File: config.mk
export PLATFORM = sky130hd
export DESIGN_NAME = pcs_strobe_seq
export DESIGN_NICKNAME = d
export VERILOG_FILES = /design/src/rtl/pcs_pkg.sv /design/src/rtl/pcs_decode.sv /design/src/rtl/pcs_span.sv /design/src/rtl/pcs_lane.sv /design/src/rtl/pcs_strobe_seq.sv
export SDC_FILE = /design/constraint.sdc
export NUM_CORES = 1
export LEC_CHECK = 0
export ABC_AREA = 1
export ABC_CLOCK_PERIOD_IN_PS = 3800
export BUFFER_PORTS_ARGS = -buffer_cell sky130_fd_sc_hd__buf_4
export CORE_MARGIN = 2
export CORE_UTILIZATION = 37
export DETAILED_ROUTE_END_ITERATION = 6
export GPL_TIMING_DRIVEN = 0
export PLACE_DENSITY_LB_ADDON = 0.15
export SYNTH_ARGS = -nofsm -noshare
export SYNTH_HDL_FRONTEND = slang
export SYNTH_SLANG_ARGS = --single-unit
File: constraint.sdc
create_clock -name clk -period 3.8 [get_ports clk]
set_input_delay 0.76 -clock clk [delete_from_list [all_inputs] [get_ports clk]]
set_output_delay 0.76 -clock clk [all_outputs]
set_load 0.01 [all_outputs]
File: src/rtl/pcs_pkg.sv
package pcs_pkg;
  typedef enum logic [1:0] {ST_IDLE, ST_SETUP, ST_STROBE, ST_HOLD} pcs_state_e;

  // half-cycle code (0.5 + n cycles) to clk ticks
  function automatic logic [2:0] half_code_ticks(input logic [1:0] code);
    return {code, 1'b1};
  endfunction
endpackage

File: src/rtl/pcs_decode.sv
module pcs_decode #(
  parameter int ADDR_W = 32,
  parameter int CARD_AW = 25,
  parameter int TAG_W = 3,
  parameter logic [TAG_W-1:0] WINDOW_TAG = 3'b110
) (
  input  logic [ADDR_W-1:0] addr,
  input  logic              wide,
  output logic              hit,
  output logic              io_space,
  output logic [1:0]        lane_en
);
  localparam int TAG_LO = CARD_AW + 1;
  localparam int TAG_HI = TAG_LO + TAG_W - 1;

  assign hit      = (addr[TAG_HI:TAG_LO] == WINDOW_TAG);
  assign io_space = addr[CARD_AW];

  always_comb begin
    if (wide) lane_en = 2'b11;
    else      lane_en = addr[0] ? 2'b10 : 2'b01;
  end
endmodule

File: src/rtl/pcs_span.sv
module pcs_span #(
  parameter int WAIT_MAX = 10,
  parameter int CNT_W = 5
) (
  input  logic [1:0]       setup_code,
  input  logic [1:0]       hold_code,
  input  logic [3:0]       wait_code,
  output logic [CNT_W-1:0] setup_ticks,
  output logic [CNT_W-1:0] strobe_ticks,
  output logic [CNT_W-1:0] hold_ticks
);
  import pcs_pkg::*;
  logic [3:0] wait_eff;

  assign wait_eff     = (32'(wait_code) > WAIT_MAX) ? 4'(WAIT_MAX) : wait_code;
  assign setup_ticks  = CNT_W'(half_code_ticks(setup_code));
  assign hold_ticks   = CNT_W'(half_code_ticks(hold_code));
  assign strobe_ticks = CNT_W'(2) + CNT_W'({wait_eff, 1'b0});
endmodule

File: src/rtl/pcs_lane.sv
module pcs_lane #(
  parameter int DATA_W = 16
) (
  input  logic              wide,
  input  logic              odd,
  input  logic [DATA_W-1:0] cpu_wdata,
  input  logic [DATA_W-1:0] card_word,
  output logic [DATA_W-1:0] bus_wdata,
  output logic [DATA_W-1:0] cpu_rdata
);
  localparam int HALF = DATA_W / 2;

  assign bus_wdata = wide ? cpu_wdata : {2{cpu_wdata[HALF-1:0]}};

  always_comb begin
    if (wide)     cpu_rdata = card_word;
    else if (odd) cpu_rdata = {{HALF{1'b0}}, card_word[DATA_W-1:HALF]};
    else          cpu_rdata = {{HALF{1'b0}}, card_word[HALF-1:0]};
  end
endmodule

File: src/rtl/pcs_strobe_seq.sv
module pcs_strobe_seq #(
  parameter int ADDR_W = 32,
  parameter int CARD_AW = 25,
  parameter int DATA_W = 16,
  parameter int WAIT_MAX = 10
) (
  input  logic               clk,
  input  logic               rst,
  input  logic               req_valid,
  output logic               req_ready,
  input  logic [ADDR_W-1:0]  req_addr,
  input  logic               req_write,
  input  logic               req_wide,
  input  logic [DATA_W-1:0]  req_wdata,
  input  logic [1:0]         cfg_setup,
  input  logic [1:0]         cfg_hold,
  input  logic [3:0]         cfg_wait,
  output logic [CARD_AW-1:0] card_addr,
  output logic [DATA_W-1:0]  card_wdata,
  output logic               data_oe,
  input  logic [DATA_W-1:0]  card_rdata,
  output logic               ce1_n,
  output logic               ce2_n,
  output logic               oe_n,
  output logic               we_n,
  output logic               iord_n,
  output logic               iowr_n,
  output logic               rsp_valid,
  output logic [DATA_W-1:0]  rsp_rdata
);
  import pcs_pkg::*;
  localparam int CNT_W = $clog2(2 * WAIT_MAX + 3);

  pcs_state_e       state;
  logic [CNT_W-1:0] cnt;
  logic [CNT_W-1:0] stb_len_q, hold_len_q;
  logic             io_q, wr_q, wide_q, odd_q;

  logic             dec_hit, dec_io;
  logic [1:0]       dec_lanes;
  logic [CNT_W-1:0] setup_ticks, strobe_ticks, hold_ticks;
  logic [DATA_W-1:0] steer_wdata, steer_rdata;
  logic             accept;

  pcs_decode #(.ADDR_W(ADDR_W), .CARD_AW(CARD_AW)) u_dec (
    .addr(req_addr), .wide(req_wide),
    .hit(dec_hit), .io_space(dec_io), .lane_en(dec_lanes)
  );

  pcs_span #(.WAIT_MAX(WAIT_MAX), .CNT_W(CNT_W)) u_span (
    .setup_code(cfg_setup), .hold_code(cfg_hold), .wait_code(cfg_wait),
    .setup_ticks(setup_ticks), .strobe_ticks(strobe_ticks), .hold_ticks(hold_ticks)
  );

  pcs_lane #(.DATA_W(DATA_W)) u_lane (
    .wide(wide_q), .odd(odd_q), .cpu_wdata(req_wdata), .card_word(card_rdata),
    .bus_wdata(steer_wdata), .cpu_rdata(steer_rdata)
  );

  assign req_ready = (state == ST_IDLE);
  assign accept    = req_valid && req_ready;

  // wide_q must reflect the new request for write steering at accept
  logic [DATA_W-1:0] accept_wdata;
  assign accept_wdata = req_wide ? req_wdata : {2{req_wdata[DATA_W/2-1:0]}};

  always_ff @(posedge clk) begin
    if (rst) begin
      state      <= ST_IDLE;
      cnt        <= '0;
      stb_len_q  <= '0;
      hold_len_q <= '0;
      io_q       <= 1'b0;
      wr_q       <= 1'b0;
      wide_q     <= 1'b0;
      odd_q      <= 1'b0;
      card_addr  <= '0;
      card_wdata <= '0;
      data_oe    <= 1'b0;
      ce1_n      <= 1'b1;
      ce2_n      <= 1'b1;
      oe_n       <= 1'b1;
      we_n       <= 1'b1;
      iord_n     <= 1'b1;
      iowr_n     <= 1'b1;
      rsp_valid  <= 1'b0;
      rsp_rdata  <= '0;
    end else begin
      rsp_valid <= 1'b0;
      unique case (state)
        ST_IDLE: begin
          if (accept && dec_hit) begin
            io_q       <= dec_io;
            wr_q       <= req_write;
            wide_q     <= req_wide;
            odd_q      <= req_addr[0];
            stb_len_q  <= strobe_ticks;
            hold_len_q <= hold_ticks;
            card_addr  <= req_addr[CARD_AW-1:0];
            card_wdata <= accept_wdata;
            data_oe    <= req_write;
            ce1_n      <= ~dec_lanes[0];
            ce2_n      <= ~dec_lanes[1];
            cnt        <= setup_ticks - CNT_W'(1);
            state      <= ST_SETUP;
          end
        end
        ST_SETUP: begin
          if (cnt == '0) begin
            oe_n   <= ~(!io_q && !wr_q);
            we_n   <= ~(!io_q &&  wr_q);
            iord_n <= ~( io_q && !wr_q);
            iowr_n <= ~( io_q &&  wr_q);
            cnt    <= stb_len_q - CNT_W'(1);
            state  <= ST_STROBE;
          end else begin
            cnt <= cnt - CNT_W'(1);
          end
        end
        ST_STROBE: begin
          if (cnt == '0) begin
            oe_n   <= 1'b1;
            we_n   <= 1'b1;
            iord_n <= 1'b1;
            iowr_n <= 1'b1;
            if (!wr_q) rsp_rdata <= steer_rdata;
            cnt    <= hold_len_q - CNT_W'(1);
            state  <= ST_HOLD;
          end else begin
            cnt <= cnt - CNT_W'(1);
          end
        end
        ST_HOLD: begin
          if (cnt == '0) begin
            ce1_n     <= 1'b1;
            ce2_n     <= 1'b1;
            data_oe   <= 1'b0;
            rsp_valid <= 1'b1;
            state     <= ST_IDLE;
          end else begin
            cnt <= cnt - CNT_W'(1);
          end
        end
        default: state <= ST_IDLE;
      endcase
    end
  end

  logic unused_steer;
  assign unused_steer = ^steer_wdata;
endmodule

Word level (Yosys, flattened, before mapping). Cells that the tools add are included.

Word-level logic and storage cells: 94. Input bits: 77. Bits in registers: 84.

Reduce and logical (&&, ||, !) cells: 19. Add/subtract/negate cells: 5. Bitwise operators: 8. Mux-type cells: 33. Equality and inequality tests: 9. Magnitude comparators: 1.

Operator list (count): 16-bit 2-to-1 mux (2); 5-bit 2-to-1 mux (4); 5-bit one-hot mux with 4 select lines (1); 1-bit one-hot mux with 2 select lines (7); 2-bit 2-to-1 mux (6); 1-bit 2-to-1 mux (10); 5-bit by 1-bit subtractor with 5-bit output (second input constant) (2); 3-bit AND reduction (3); 8-bit 2-to-1 mux (1); 2-bit != test (second input constant) (4); 1-bit inverter (8); 2-bit one-hot mux with 4 select lines (1); 3-bit by 1-bit subtractor with 4-bit output (second input constant) (2); 1-bit logical AND (6); 2-bit by 5-bit adder with 5-bit output (first input constant) (1); 5-bit logical NOT (1); 2-bit equality test (second input constant) (2); 4-bit greater-than comparator (second input constant) (1); 4-bit 2-to-1 mux (1); 2-bit AND reduction (2); 4-bit AND reduction (1); 2-bit nonzero test (2); 3-bit equality test (second input constant) (1); 2-bit by 1-bit equality test with 1-bit output (second input constant) (1); 4 further kinds (5).

Longest topological paths before layout.
Depth in word-level cells: 5. Depth in mapped cells: 11. Depth with buffers taken out: 11.

By module. A second synthesis with hierarchy kept.

Cells, all modules: 596. Area total of the unflattened synthesis: 4171.5 µm².

Modules (own cells, without submodules): pcs_strobe_seq (area an instance 3590.9 µm², cells an instance 484, times used 1, sequential area each 1701.6 µm²); pcs_lane (area an instance 384.1 µm², cells an instance 78, times used 1, sequential area each 0.0 µm²); pcs_span (area an instance 167.7 µm², cells an instance 28, times used 1, sequential area each 0.0 µm²); pcs_decode (area an instance 28.8 µm², cells an instance 6, times used 1, sequential area each 0.0 µm²).

Worst setup path after synthesis. Ideal clock, no wire load.

Kind: in2reg. Start: in cfg_wait[2]. End: reg stb_len_q[2]. Setup time: 0.128 ns. Stages on the path: 6. Slack: 2.158 ns. Path buffers: 0. Data required time: 3.672 ns. Arrival time: 1.514 ns. Cell sequence: inv_1 -> nand2_1 -> a21boi_0 -> ha_1 -> o21ai_0 -> a21oi_1.

Longest elaborated chain between the ends: 3.

RTL lines: start: declaration (line pcs_strobe_seq.sv:17) `input logic [3:0] cfg_wait,`; 4-bit greater-than comparator (line pcs_span.sv:15) `assign wait_eff = (32'(wait_code) > WAIT_MAX) ? 4'(WAIT_MAX) : wait_code;`; 4-bit 2-to-1 mux (line pcs_span.sv:15); 2-bit by 5-bit adder with 5-bit output (line pcs_span.sv:18) `assign strobe_ticks = CNT_W'(2) + CNT_W'({wait_eff, 1'b0});`; named net strobe_ticks[2] (line pcs_strobe_seq.sv:41) `logic [CNT_W-1:0] setup_ticks, strobe_ticks, hold_ticks;`; end signal: assignment (line pcs_strobe_seq.sv:97) `stb_len_q <= strobe_ticks;`; end: declaration (line pcs_strobe_seq.sv:36) `logic [CNT_W-1:0] stb_len_q, hold_len_q;`.

The timed path passes the listed nets, and every way through them passes these cells. A chain may end at the register's enable or synchronous reset.

Final worst setup path.
Start: reg state[0]. End: out req_ready.

Longest elaborated chain between the ends: 1.

RTL lines: start: declaration (line pcs_strobe_seq.sv:34) `pcs_state_e state;`; start signal: assignment (line pcs_strobe_seq.sv:69) `state <= ST_IDLE;`; start signal: assignment (line pcs_strobe_seq.sv:105) `state <= ST_SETUP;`; start signal: assignment (line pcs_strobe_seq.sv:115) `state <= ST_STROBE;`; 2-bit logical NOT (line pcs_strobe_seq.sv:60) `assign req_ready = (state == ST_IDLE);`; end: declaration (line pcs_strobe_seq.sv:10) `output logic req_ready,`.

Every way passes these cells.

==> reports/qor.log <==
INFO  sta            final_period_utilization=52.93%
INFO  grt            grt_first_pass_wirelength=16330um
INFO  synth          mapped_cells=487
INFO  floorplan      x_dimension_of_the_die=102.3um
INFO  clock_network  cts-root-to-sink-buffers=2
INFO  synth          post-synth-top-area-fraction=45.94%
INFO  clock_network  cts-buffers-inserted=9
INFO  clock_network  ctsHoldBuffers=0
INFO  sta            drv_slew=0
INFO  detailed_routing antenna_violating_nets_post_route=0
INFO  finish         antennaDiodeCount=0
INFO  power          power_density=495.9nW/um^2
INFO  clock_network  clk_slew_on_worst_s_h_paths=0.08ns
INFO  floorplan      placement_rows=35
INFO  floorplan      die_area=10460um^2
INFO  floorplan      core_area=9284um^2
INFO  grt            largest_net_degree_at_the_start_of_global_routing=14
INFO  placement      numPortBuffers=138
INFO  worst_setup_path critPathLaunchType=flop
INFO  sta            rsz_0062_raised_after_global_routing=no
INFO  sta            max-slew-margin-rel=62.82%
INFO  synth          yosys.cell_count.top_type=sky130_fd_sc_hd__nand2_1
INFO  synth          synth_seq_cells=82
INFO  finish         design.final.nets=722
INFO  synth          synth_top_cells_by_area=sky130_fd_sc_hd__dfxtp_1, sky130_fd_sc_hd__nand2_1, sky130_fd_sc_hd__nor2_1
INFO  worst_setup_path critical_path_required=3.04ns
INFO  floorplan      ios=143
INFO  detailed_routing met3_length=747um
INFO  worst_setup_path crit_chain=inv_1 -> ha_1 -> buf_4
INFO  detailed_routing drt-pass1-iter-count=4
INFO  synth          combined_area_of_all_synthesized_cells=3573um^2
INFO  clock_network  clk_latency=0.35ns
INFO  flow_run       max-cap-violations=0
INFO  worst_setup_path crit_path_max_fo=4
INFO  grt            grt_overflow=0
INFO  worst_setup_path critical_path.slowest_cell=sky130_fd_sc_hd__dfxtp_1
INFO  synth          synth.distinct_cells=31
INFO  detailed_routing detailroute.wirelength.met2=4524um
INFO  worst_setup_path setup_crit_path_kind=flop to output pin
INFO  clock_network  cts_num_sinks=82
INFO  placement      dp_worst_setup_slack=1.882ns
INFO  synth          number_of_enable_flip_flop_cells_after_synthesis=0
INFO  clock_network  cts.htree.levels=3
INFO  detailed_routing remaining_design_rule_violation_count=0
INFO  power          total_leakage_power=2.263nW
INFO  detailed_routing top_layer=met4
INFO  synth          syn_area_per_cell=7.338um^2
INFO  clock_network  clk_root_buffer_cell=sky130_fd_sc_hd__clkbuf_8
INFO  synth          top_ff_cell_synth=sky130_fd_sc_hd__dfxtp_1
INFO  synth          netlist.top_cell.by_area=sky130_fd_sc_hd__dfxtp_1
INFO  synth          ys_warn_count=0
INFO  hold_path      worst_hold_path_type=flop to flop
INFO  worst_setup_path worstPathArrival=1.25ns
INFO  floorplan      initial_core_util=38.49%
INFO  grt            antenna_found_initial=0
INFO  worst_setup_path cp-end-kind=output pin
INFO  detailed_routing met1_length=4393um
INFO  sta            timing.final.ws_setup=1.788ns
INFO  grt            first_global_vias=3465
INFO  sta            finalCriticalPeriod=2.012ns
INFO  placement      place.detailed.hpwl=7647um
INFO  finish         layout-area-overhead-vs-synth=39.25%
INFO  sta            clock-skew-final=0.01669ns
INFO  power          post-layout-total-power=2.468mW
INFO  synth          syn-num-nets=573
INFO  detailed_routing post_drt_via_cell_ratio=4.700
INFO  synth          ys_top_cells_by_count=sky130_fd_sc_hd__nand2_1, sky130_fd_sc_hd__dfxtp_1, sky130_fd_sc_hd__nor2_1
INFO  clock_network  ctsResizeCount=0
INFO  status         outcome=finished, final reports clean
INFO  power          vdd_drop_max=0.2085mV
INFO  sta            fin_tns_setup=0ns
INFO  sta            report.final.setup_viol=0
INFO  finish         layout-drive-gt1-share=28.08%
INFO  sta            finalHoldViolCount=0
INFO  floorplan      fp.dieH=102.3um
INFO  detailed_routing route.final.wire_length=9788um
INFO  grt            track_usage=19.85%
INFO  finish         final_core_util=53.60%
INFO  placement      place_congestion=0.8502
INFO  synth          synth_async_sr_flop_share=0%
INFO  sta            tightest_slew=0.5577ns
INFO  detailed_routing route.vias.total=3619
INFO  clock_network  post-cts-setup-buffers=0
INFO  detailed_routing dr.first_iter.drc_count=111
INFO  detailed_routing routed_wire_length_per_instance=12.71um
INFO  clock_network  clock_tree_from_tritoncts=done
INFO  sta            achievable-frequency=497.1MHz
INFO  sta            holdWs=0.4673ns
INFO  synth          seq_area_frac_synth=45.94%
INFO  worst_setup_path crit_path_max_incr_delay=0.40ns
## metal layers
layer / vias to the layer above / GRT usage, %
met3: 11 / 5.472
met2: 106 / 32.59
li1: 1890 / -
met4: 0 / 6.564
met5: - / 0
met1: 1612 / 25.32
## cell usage in the layout, fill, tap and decap left out
| master | Yosys | final |
|---|---|---|
| sky130_fd_sc_hd__inv_2 | 4 | 4 |
| sky130_fd_sc_hd__buf_4 | 2 | 140 |
| sky130_fd_sc_hd__clkbuf_1 | 11 | 13 |
| sky130_fd_sc_hd__clkinv_1 | 2 | 2 |
| sky130_fd_sc_hd__nand2_4 | 2 | 2 |
| sky130_fd_sc_hd__nand4_2 | 1 | 1 |
| sky130_fd_sc_hd__o21ai_2 | 1 | 1 |
| sky130_fd_sc_hd__o21bai_1 | 1 | 1 |
| sky130_fd_sc_hd__ha_1 | 9 | 9 |
| sky130_fd_sc_hd__nor3_1 | 1 | 1 |
| sky130_fd_sc_hd__nand3_1 | 29 | 29 |
| sky130_fd_sc_hd__buf_2 | 7 | 7 |
| sky130_fd_sc_hd__o21ai_1 | 1 | 1 |
| sky130_fd_sc_hd__nand2_2 | 3 | 3 |
| sky130_fd_sc_hd__dfxtp_1 | 82 | 82 |
| sky130_fd_sc_hd__xor2_1 | 3 | 3 |
| sky130_fd_sc_hd__nand3_2 | 1 | 1 |
| sky130_fd_sc_hd__o21ai_0 | 51 | 51 |
| sky130_fd_sc_hd__nand2_1 | 83 | 83 |
| sky130_fd_sc_hd__nand4_1 | 3 | 3 |
| sky130_fd_sc_hd__nor2_4 | 3 | 3 |
| sky130_fd_sc_hd__bufinv_16 | 0 | 1 |
| sky130_fd_sc_hd__a21boi_0 | 1 | 1 |
| sky130_fd_sc_hd__inv_6 | 0 | 1 |
| sky130_fd_sc_hd__clkbuf_8 | 0 | 11 |
| sky130_fd_sc_hd__buf_6 | 2 | 2 |
| sky130_fd_sc_hd__o21a_1 | 1 | 1 |
| sky130_fd_sc_hd__clkinvlp_4 | 0 | 1 |
| sky130_fd_sc_hd__inv_1 | 43 | 43 |
| sky130_fd_sc_hd__a21oi_1 | 42 | 42 |
| sky130_fd_sc_hd__o22ai_1 | 9 | 9 |
| sky130_fd_sc_hd__nor2_2 | 2 | 2 |
| sky130_fd_sc_hd__a31oi_1 | 8 | 8 |
| sky130_fd_sc_hd__nor2_1 | 78 | 78 |
| sky130_fd_sc_hd__buf_1 | 1 | 1 |
## per-stage QoR
stage	cells	cell area [um^2]
final	770	4976
after global routing	770	4976
after CTS	770	4976
after detailed placement	754	4771
after global placement	754	4771
after floorplan	487	3573
## sequential cells by signal, summed over array words and instances (netlist names), 2 cells and up
| name | cells |
|---|---|
| cnt | 5 |
| state | 2 |
| card_addr | 25 |
| stb_len_q | 4 |
| rsp_rdata | 16 |
| hold_len_q | 3 |
| card_wdata | 16 |
## kinds of logic after synthesis
kind of cell	after synthesis	share of synthesized area [%]
buf+inv	72	8.438
flops	82	45.94
fa+ha+maj	9	3.151
compound gates	115	17.02
xor+xnor	3	0.7354
simple gates	206	24.72
## report_power, final
part,internal (mW),leakage (nW),switching [mW]
registers,0.952,0.665,0.0597
logic,0.335,1.50,0.463
clock network,0.343,0.100,0.315
total,1.63,2.26,0.838
## worst max-delay path: cells and delay by family, from the launching register on
family	cells	cell delay [ns]
flops	1	0.40
buf+inv	2	0.26
fa+ha+maj	1	0.25
## cell type report
cell class	instances	area (um^2)
fillers	931	4308
well taps	129	161.4
inverters	49	183.9
clock buffers	13	158.9
plain buffers	23	117.6
flip-flops and latches	82	1642
repair buffers	138	1036
clock inverters	3	46.29
multi-input cells	333	1630
## path summary, 6_finish.rpt
check	startpoint	to	slack [ns]	cells past startpoint
max	state[0]	req_ready	1.79	3
max reg2reg	state[0]	card_wdata[2]	2.02	8
min reg2reg	card_wdata[7]	card_wdata[7]	0.47	2
min	card_wdata[7]	card_wdata[7]	0.47	2
Power figures use the tool's default switching activity.
